===== src/rtl/fp_fixup_lane.sv =====
module fp_fixup_lane #(
  parameter int W = 64,
  parameter int TOKS = 8,
  parameter int CW = 4
) (
  input  logic         clk,
  input  logic         rst_n,
  input  logic         in_valid,
  input  logic [W-1:0] dst_in,
  input  logic [W-1:0] src_in,
  input  logic [W-1:0] tbl_in,
  input  logic [7:0]   exc_ctl,
  input  logic         daz,
  output logic         out_valid,
  output logic [W-1:0] fix_res,
  output logic         flag_inv,
  output logic         flag_dz
);
  localparam int EW = 11;
  localparam int MW = W - EW - 1;
  localparam int TW = $clog2(TOKS);
  localparam logic [W-1:0] QNAN_DEF = 64'hFFF8_0000_0000_0000;
  localparam logic [W-1:0] INF_POS  = 64'h7FF0_0000_0000_0000;
  localparam logic [W-1:0] ONE_POS  = 64'h3FF0_0000_0000_0000;

  logic          sgn;
  logic [EW-1:0] expo;
  logic [MW-1:0] man;
  logic          denorm;
  logic [W-1:0]  tsrc;
  logic          t_nan, t_inf, t_zero;
  logic [TW-1:0] tok;
  logic [CW-1:0] act;
  logic [W-1:0]  nxt;
  logic          nxt_inv, nxt_dz;

  assign sgn    = src_in[W-1];
  assign expo   = src_in[W-2:MW];
  assign man    = src_in[MW-1:0];
  assign denorm = (expo == '0) && (man != '0);
  assign tsrc   = (daz && denorm) ? {sgn, {(W-1){1'b0}}} : src_in;

  assign t_nan  = (tsrc[W-2:MW] == '1) && (tsrc[MW-1:0] != '0);
  assign t_inf  = (tsrc[W-2:MW] == '1) && (tsrc[MW-1:0] == '0);
  assign t_zero = (tsrc[W-2:0] == '0);

  always_comb begin
    if (t_nan)                tok = tsrc[MW-1] ? TW'(0) : TW'(1);
    else if (t_inf)           tok = tsrc[W-1] ? TW'(4) : TW'(5);
    else if (t_zero)          tok = TW'(2);
    else if (tsrc == ONE_POS) tok = TW'(3);
    else                      tok = tsrc[W-1] ? TW'(6) : TW'(7);
  end

  assign act = tbl_in[tok*CW +: CW];

  always_comb begin
    case (act)
      4'd0:  nxt = dst_in;
      4'd1:  nxt = tsrc;
      4'd2:  nxt = t_nan ? (tsrc | (64'd1 << (MW-1))) : QNAN_DEF;
      4'd3:  nxt = QNAN_DEF;
      4'd4:  nxt = {1'b1, INF_POS[W-2:0]};
      4'd5:  nxt = INF_POS;
      4'd6:  nxt = {tsrc[W-1], INF_POS[W-2:0]};
      4'd7:  nxt = {1'b1, {(W-1){1'b0}}};
      4'd8:  nxt = '0;
      4'd9:  nxt = {1'b1, ONE_POS[W-2:0]};
      4'd10: nxt = ONE_POS;
      4'd11: nxt = 64'h3FE0_0000_0000_0000;
      4'd12: nxt = 64'h4056_8000_0000_0000;
      4'd13: nxt = 64'h3FF9_21FB_5444_2D18;
      4'd14: nxt = 64'h7FEF_FFFF_FFFF_FFFF;
      default: nxt = 64'hFFEF_FFFF_FFFF_FFFF;
    endcase
  end

  assign nxt_dz  = (tok == TW'(2) && exc_ctl[0]) || (tok == TW'(3) && exc_ctl[6]);
  assign nxt_inv = (tok == TW'(1))
                || (tok == TW'(2) && exc_ctl[1])
                || (tok == TW'(6) && exc_ctl[2])
                || (tok == TW'(7) && exc_ctl[3])
                || (tok == TW'(4) && exc_ctl[4])
                || (tok == TW'(3) && exc_ctl[5])
                || (tok == TW'(5) && exc_ctl[7]);

  always_ff @(posedge clk) begin
    if (!rst_n) begin
      out_valid <= 1'b0;
      fix_res   <= '0;
      flag_inv  <= 1'b0;
      flag_dz   <= 1'b0;
    end else begin
      out_valid <= in_valid;
      flag_inv  <= in_valid && nxt_inv;
      flag_dz   <= in_valid && nxt_dz;
      if (in_valid) fix_res <= nxt;
    end
  end

  AST_IDLE_QUIET: assert property (@(posedge clk) disable iff (!rst_n)
    !in_valid |=> !out_valid && !flag_inv && !flag_dz);
  AST_IDLE_HOLD: assert property (@(posedge clk) disable iff (!rst_n)
    !in_valid |=> $stable(fix_res));
  AST_DAZ_FLUSH: assert property (@(posedge clk) disable iff (!rst_n)
    in_valid && daz && denorm && act == 4'd1 |=> fix_res[W-2:0] == '0);
  AST_KEEP_DST: assert property (@(posedge clk) disable iff (!rst_n)
    in_valid && act == 4'd0 |=> fix_res == $past(dst_in));
  AST_SNAN_INV: assert property (@(posedge clk) disable iff (!rst_n)
    in_valid && (src_in[W-2:MW] == '1) && !src_in[MW-1] && (src_in[MW-2:0] != '0) |=> flag_inv);
  AST_CTL_OFF_NO_DZ: assert property (@(posedge clk) disable iff (!rst_n)
    in_valid && exc_ctl == 8'h00 |=> !flag_dz);
endmodule


===== config.mk =====
export PLATFORM = sky130hd
export DESIGN_NAME = fp_fixup_lane
export DESIGN_NICKNAME = d
export VERILOG_FILES = /design/src/rtl/fp_fixup_lane.sv
export SDC_FILE = /design/constraint.sdc
export NUM_CORES = 1
export LEC_CHECK = 0
export BUFFER_PORTS_ARGS = -buffer_cell sky130_fd_sc_hd__buf_2
export CAP_MARGIN = 20
export CORE_ASPECT_RATIO = 0.75
export CORE_MARGIN = 2
export CORE_UTILIZATION = 42
export DETAILED_ROUTE_END_ITERATION = 8
export PLACE_DENSITY = 0.81
export SETUP_SLACK_MARGIN = 0.05
export SLEW_MARGIN = 20
export SYNTH_ARGS = -nofsm -noshare
export SYNTH_HDL_FRONTEND = slang
export SYNTH_SLANG_ARGS = --single-unit
export TNS_END_PERCENT = 1

===== constraint.sdc =====
create_clock -name clk -period 4.55 [get_ports clk]
set_input_delay 0.91 -clock clk [delete_from_list [all_inputs] [get_ports clk]]
set_output_delay 0.91 -clock clk [all_outputs]
set_load 0.01 [all_outputs]

# Word-level counts from Yosys, hierarchy flattened
# Index checks and enable logic that the tools add are counted.
dict set report totals {
  register_bits 67
  input_bits 204
  out_inout_bits 67
  word_cells 65
}
dict set report classes {
  n_eq_ne 23
  shifts 1
  muxes 10
  reduce_logical 27
}
# operator count
set ops {}
lappend ops {{$pmux 64 s15} 1}
lappend ops {{$reduce_bool 52->1} 2}
lappend ops {{$eq 64x62->1 const B} 1}
lappend ops {{$mux 64} 1}
lappend ops {{$shiftx 64x6->4} 1}
lappend ops {{$logic_not 63->1} 1}
lappend ops {{$mux 63} 1}
lappend ops {{$logic_not 52->1} 1}
lappend ops {{$eq 4x4->1 const B} 7}
lappend ops {{$eq 4x3->1 const B} 4}
lappend ops {{$logic_and 1x1->1} 14}
lappend ops {{$eq 3x3->1 const B} 4}
lappend ops {{$mux 3} 4}
lappend ops {{$eq 11x11->1 const B} 1}
lappend ops {{$logic_not 11->1} 1}
lappend ops {{$eq 4x2->1 const B} 2}
lappend ops {{$logic_or 1x1->1} 7}
lappend ops {{$eq 3x2->1 const B} 2}
lappend ops {{$eq 4x1->1 const B} 1}
lappend ops {{$logic_not 4->1} 1}
lappend ops {{$eq 3x1->1 const B} 1}
lappend ops {{$mux 1} 3}

# Longest topological paths before layout
dict set report depth {
  ltp_word 18
  ltp_mapped 14
  ltp_nobuf 11
}

# Least setup slack after synthesis
# No wires, ideal clock.
dict set report synth_timing {
  path_type {input-to-reg}
  start {in src_in[15]}
  end {reg fix_res[34]}
  setup_ns 0.070
  arrival_ns 3.700
  required_ns 4.480
  slack_ns 0.781
  cell_stages 13
  n_path_buf 3
  path_cell_list {nor4_1 > nand4_1 > nor4_4 > buf_4 > mux2_2 > o211ai_1 > o22ai_1 > or2_2 > buf_2 > o21ai_2 > buf_2 > a21oi_1 > a21oi_1}
}
dict set report synth_between {
  elab_chain_cells 12
  word_cells_on_any_way 34
  classes_between {eq/ne: 16; shift: 1; mux: 8; reduce/logical: 9}
}
# element line_no
set synth_lines {}
lappend synth_lines {{start, declared} 10} ;# input logic [W-1:0] src_in,
lappend synth_lines {{$reduce_bool 52->1} 40} ;# assign denorm = (expo == '0) && (man != '0);
lappend synth_lines {{$logic_and 1x1->1} 40}
lappend synth_lines {{$logic_and 1x1->1} 41} ;# assign tsrc = (daz && denorm) ? {sgn, {(W-1){1'b0}}} : src_in;
lappend synth_lines {{$mux 63 *} 41}
lappend synth_lines {{$eq 64x62->1} 51} ;# else if (tsrc == ONE_POS) tok = TW'(3);
lappend synth_lines {{$mux 3} 51}
lappend synth_lines {{$mux 3} 50} ;# else if (t_zero) tok = TW'(2);
lappend synth_lines {{$mux 3} 49} ;# else if (t_inf) tok = tsrc[W-1] ? TW'(4) : TW'(5);
lappend synth_lines {{$mux 3} 48} ;# if (t_nan) tok = tsrc[MW-1] ? TW'(0) : TW'(1);
lappend synth_lines {{$shiftx 64x6->4} 55} ;# assign act = tbl_in[tok*CW +: CW];
lappend synth_lines {{$eq 4x4->1, or another cell as far along} 58} ;# case (act)
lappend synth_lines {{$pmux 64 s15 *} 58}
lappend synth_lines {{end signal, assigned} 97} ;# if (in_valid) fix_res <= nxt;
lappend synth_lines {{end, declared} 15} ;# output logic [W-1:0] fix_res,
# Every way passes the cells marked *; elsewhere a longest branch is shown, timed or not.
# A chain may end at the register's enable or synchronous reset.

# Worst setup path in the final report
dict set report layout_timing {
  start {in src_in[15]}
  end {reg fix_res[3]}
}
# Same word-level chain as after synthesis.

==> impl_metrics.yaml <==
status:
  status: "completed"
placement:
  placed_cells: 863
  pre_cts_ws_ns: 0.02264
  port_buffers: 238
  hpwl_microns: 11130
  gp_congestion: 0.9540
setup_path:
  cp_slowest_stage_delay_ns: 0.57
  endpoint: "fix_res[3]"
  cp_max_fo: 51
  startpoint: "src_in[15]"
  cp.buffers_inverters: 3
  setup.worst_path.end_class: "register"
  crit_cells: 14
  path_cells: "buf_2 -> nor4_1 -> nand4_1 -> nor4_4 -> buf_12 -> nor2_1 -> or4_1 -> o22ai_1 -> or2_2 -> nand2_1 -> nor2_4 -> buf_12 -> a21oi_1 -> a21oi_1"
  cp_data_arrival_time_ns: 4.46
  r2r_start: "fix_res[52]"
  cpMaxStageDelayCell: "or4_1"
  rrSetupSlack_ns: 3.69
  reg2reg_depth: 2
  reg2reg_to: "fix_res[52]"
  cp-start-kind: "input pin"
  critical_path_class: "in2reg"
  cpLargestDelayFamily: "simple AND/OR/NAND/NOR gates"
  crit_required_ns: 4.80
clock_network:
  cts.path.max_buffers: 2
  cts_sinks: 67
  worstSkewPairLatency_ns: 0.32
  htree_num_levels: 3
  holdBufCountCts: 0
  cts_tree: "yes"
  path_clk_slew_ns: 0.05
  cts_made_buffers: 9
  cts-root-buf: "clkbuf_16"
timing:
  layout_setup_ws_ns: 0.3339
  drv_slew: 0
  fin_crit_ns: 4.216
  fmax_ghz: 0.2372
  timing.slew.headroom: 0.3128
  final-setup-viol-count: 0
  period_share: 0.9266
  grt_setup_unrepaired: "false"
  clock_skew_ns: 0
  tns_ns: 0
  hold_viol: 0
  tightest_slew_ns: 1.031
yosys:
  synthFlopType: "dfxtp_1"
  yosysUniqueCellTypes: 55
  seq_area_frac_synth: 0.3408
  yosys_warnings: 0
  synthTopCellsByCount: "a21oi_1 (123), o21ai_0 (69), dfxtp_1 (67)"
  synth_top_area_cell: "dfxtp_1"
  syn_inst: 528
  async_reset_ff_frac: 0
  yosysMostFrequentCell: "a21oi_1"
  synth.avg_cell_area_sq_um: 7.455
  synth_top_area_frac: 0.3408
  synthTopCellsByArea: "dfxtp_1 (34%), a21oi_1 (16%), o21ai_0 (8.8%)"
  synth.net_count: 732
  synth-edff-count: 0
  syn_area_sq_um: 3936
  ys_seq_elements: 67
floorplanning:
  ios: 271
  coreArea_sq_um: 9084
  initial_utilization: 0.4333
  die_area_sq_um: 10170
  die_y_microns: 87.84
  fp.dieW_microns: 115.8
  row_count: 30
grt:
  overflow: 0
  track_usage: 0.2863
  grt_start_max_net_pins: 72
  antenna_found_initial: 0
  grt_pass1_wl_microns: 22990
  grt_pass1_vias: 4620
routing:
  drcViolationCount: 0
  drt_iter0_markers: 479
  vias: 5145
  drt_pass1_iterations: 4
  ant_nets: 0
  wl_per_cell_microns: 17.29
  routed_wl_microns: 15190
  avgViaCountPerCell: 5.853
finish:
  syn2layout_area_growth_pct: 42.02
  drive_gt1_frac: 0.3848
  diodes: 0
  fin_cells: 879
  nNetsFinal: 950
pwr:
  pwr_density_cell_nw_per_um2: 321.3
  power.static_leakage_nw: 2.546
  ir_worst_vdd_mv: 0.2212
  post-layout-total-power_w: 0.001796
run:
  max_cap_violations: 0
min_path:
  hp-class: "reg2reg"
## layout make-up
type	count	area, sq um
well taps	128	160.2
clock inverters	4	47.55
clock buffers	12	266.5
inverters	5	18.77
fillers	833	3493
repair buffers	254	1364
flip-flops and latches	67	1341
multi-input cells	409	2392
## logic make-up after synthesis
family / after synthesis / share of synthesized area
xor+xnor: 1 / 0.002225
mux: 13 / 0.03369
flops: 67 / 0.3408
simple gates: 151 / 0.2069
buf+inv: 52 / 0.06103
compound gates: 244 / 0.3554
## report_power, final
group | switching (W) | total (W) | internal [W]
Combinational | 0.000248 | 0.000425 | 0.000177
Sequential | 0.0000216 | 0.000655 | 0.000633
Clock | 0.000250 | 0.000717 | 0.000467
Total | 0.000519 | 0.00180 | 0.00128
## layout by cell type, fill, tap and decap left out, types with 2 or more instances in the layout
cell type	Yosys	routed
nor4_1	13	12
clkbuf_16	0	9
a211o_1	2	2
inv_1	5	5
clkinv_2	0	2
nor2_1	14	14
a21oi_1	123	123
and4_1	4	4
buf_2	18	237
o21ai_0	69	69
nand4_1	6	6
clkbuf_8	0	3
a22oi_1	3	3
nor4_2	2	3
o221ai_1	5	5
nand2b_1	5	5
buf_12	0	4
a41oi_1	2	2
a22o_1	5	5
o221a_2	4	4
o21a_1	2	2
buf_4	6	13
and2_1	5	5
o211ai_1	2	2
a31oi_1	5	5
nand3_1	66	66
dfxtp_1	67	67
mux2_2	2	2
nand2_1	19	19
nor3_1	8	8
and3_1	2	2
or2_2	2	2
o22ai_1	3	3
mux2i_1	11	11
## flip-flops by register name, summed over array words and instances, names as in the netlist
name       count
fix_res       64
flag_dz        1
flag_inv       1
out_valid      1
## worst min path at each step
stage                      startpoint  cells past startpoint           to  slack, ns
after global routing      fix_res[62]                      2  fix_res[62]       0.53
after detailed placement  fix_res[62]                      2  fix_res[62]       0.48
after global placement    fix_res[62]                      2  fix_res[62]       0.48
final                     fix_res[62]                      2  fix_res[62]       0.50
after floorplan           fix_res[62]                      2  fix_res[62]       0.49
after CTS                 fix_res[62]                      2  fix_res[62]       0.50
## timing repair
action	in CTS	in global routing
hold endpoints to repair	0	0
endpoints found under the setup margin	0	5
resized for setup	0	1
setup buffers	0	0
## through the flow
stage               utilization  hold WS, ns  instance area (sq um)
finish                   0.6154       0.4974                   5590
global route             0.6154       0.5270                   5590
CTS                      0.6136       0.4978                   5574
detailed placement       0.5791       0.4801                   5260
global placement         0.5791       0.4763                   5260
floorplan                     -       0.4929                   3936
## worst min-delay path, stage by stage, from the launching register on
cell	delay [ns]
dfxtp_1	0.32
nand2_1	0.06
o32ai_1	0.07
## metal layers
layer	part of all wire	up-vias	global-route usage
li1	-	2434	-
met5	0	-	0
met3	0.099	29	0.07474
met2	0.47	302	0.4530
met4	0.013	0	0.08117
met1	0.42	2380	0.3887
No activity file was read; power rests on OpenSTA's default activity.
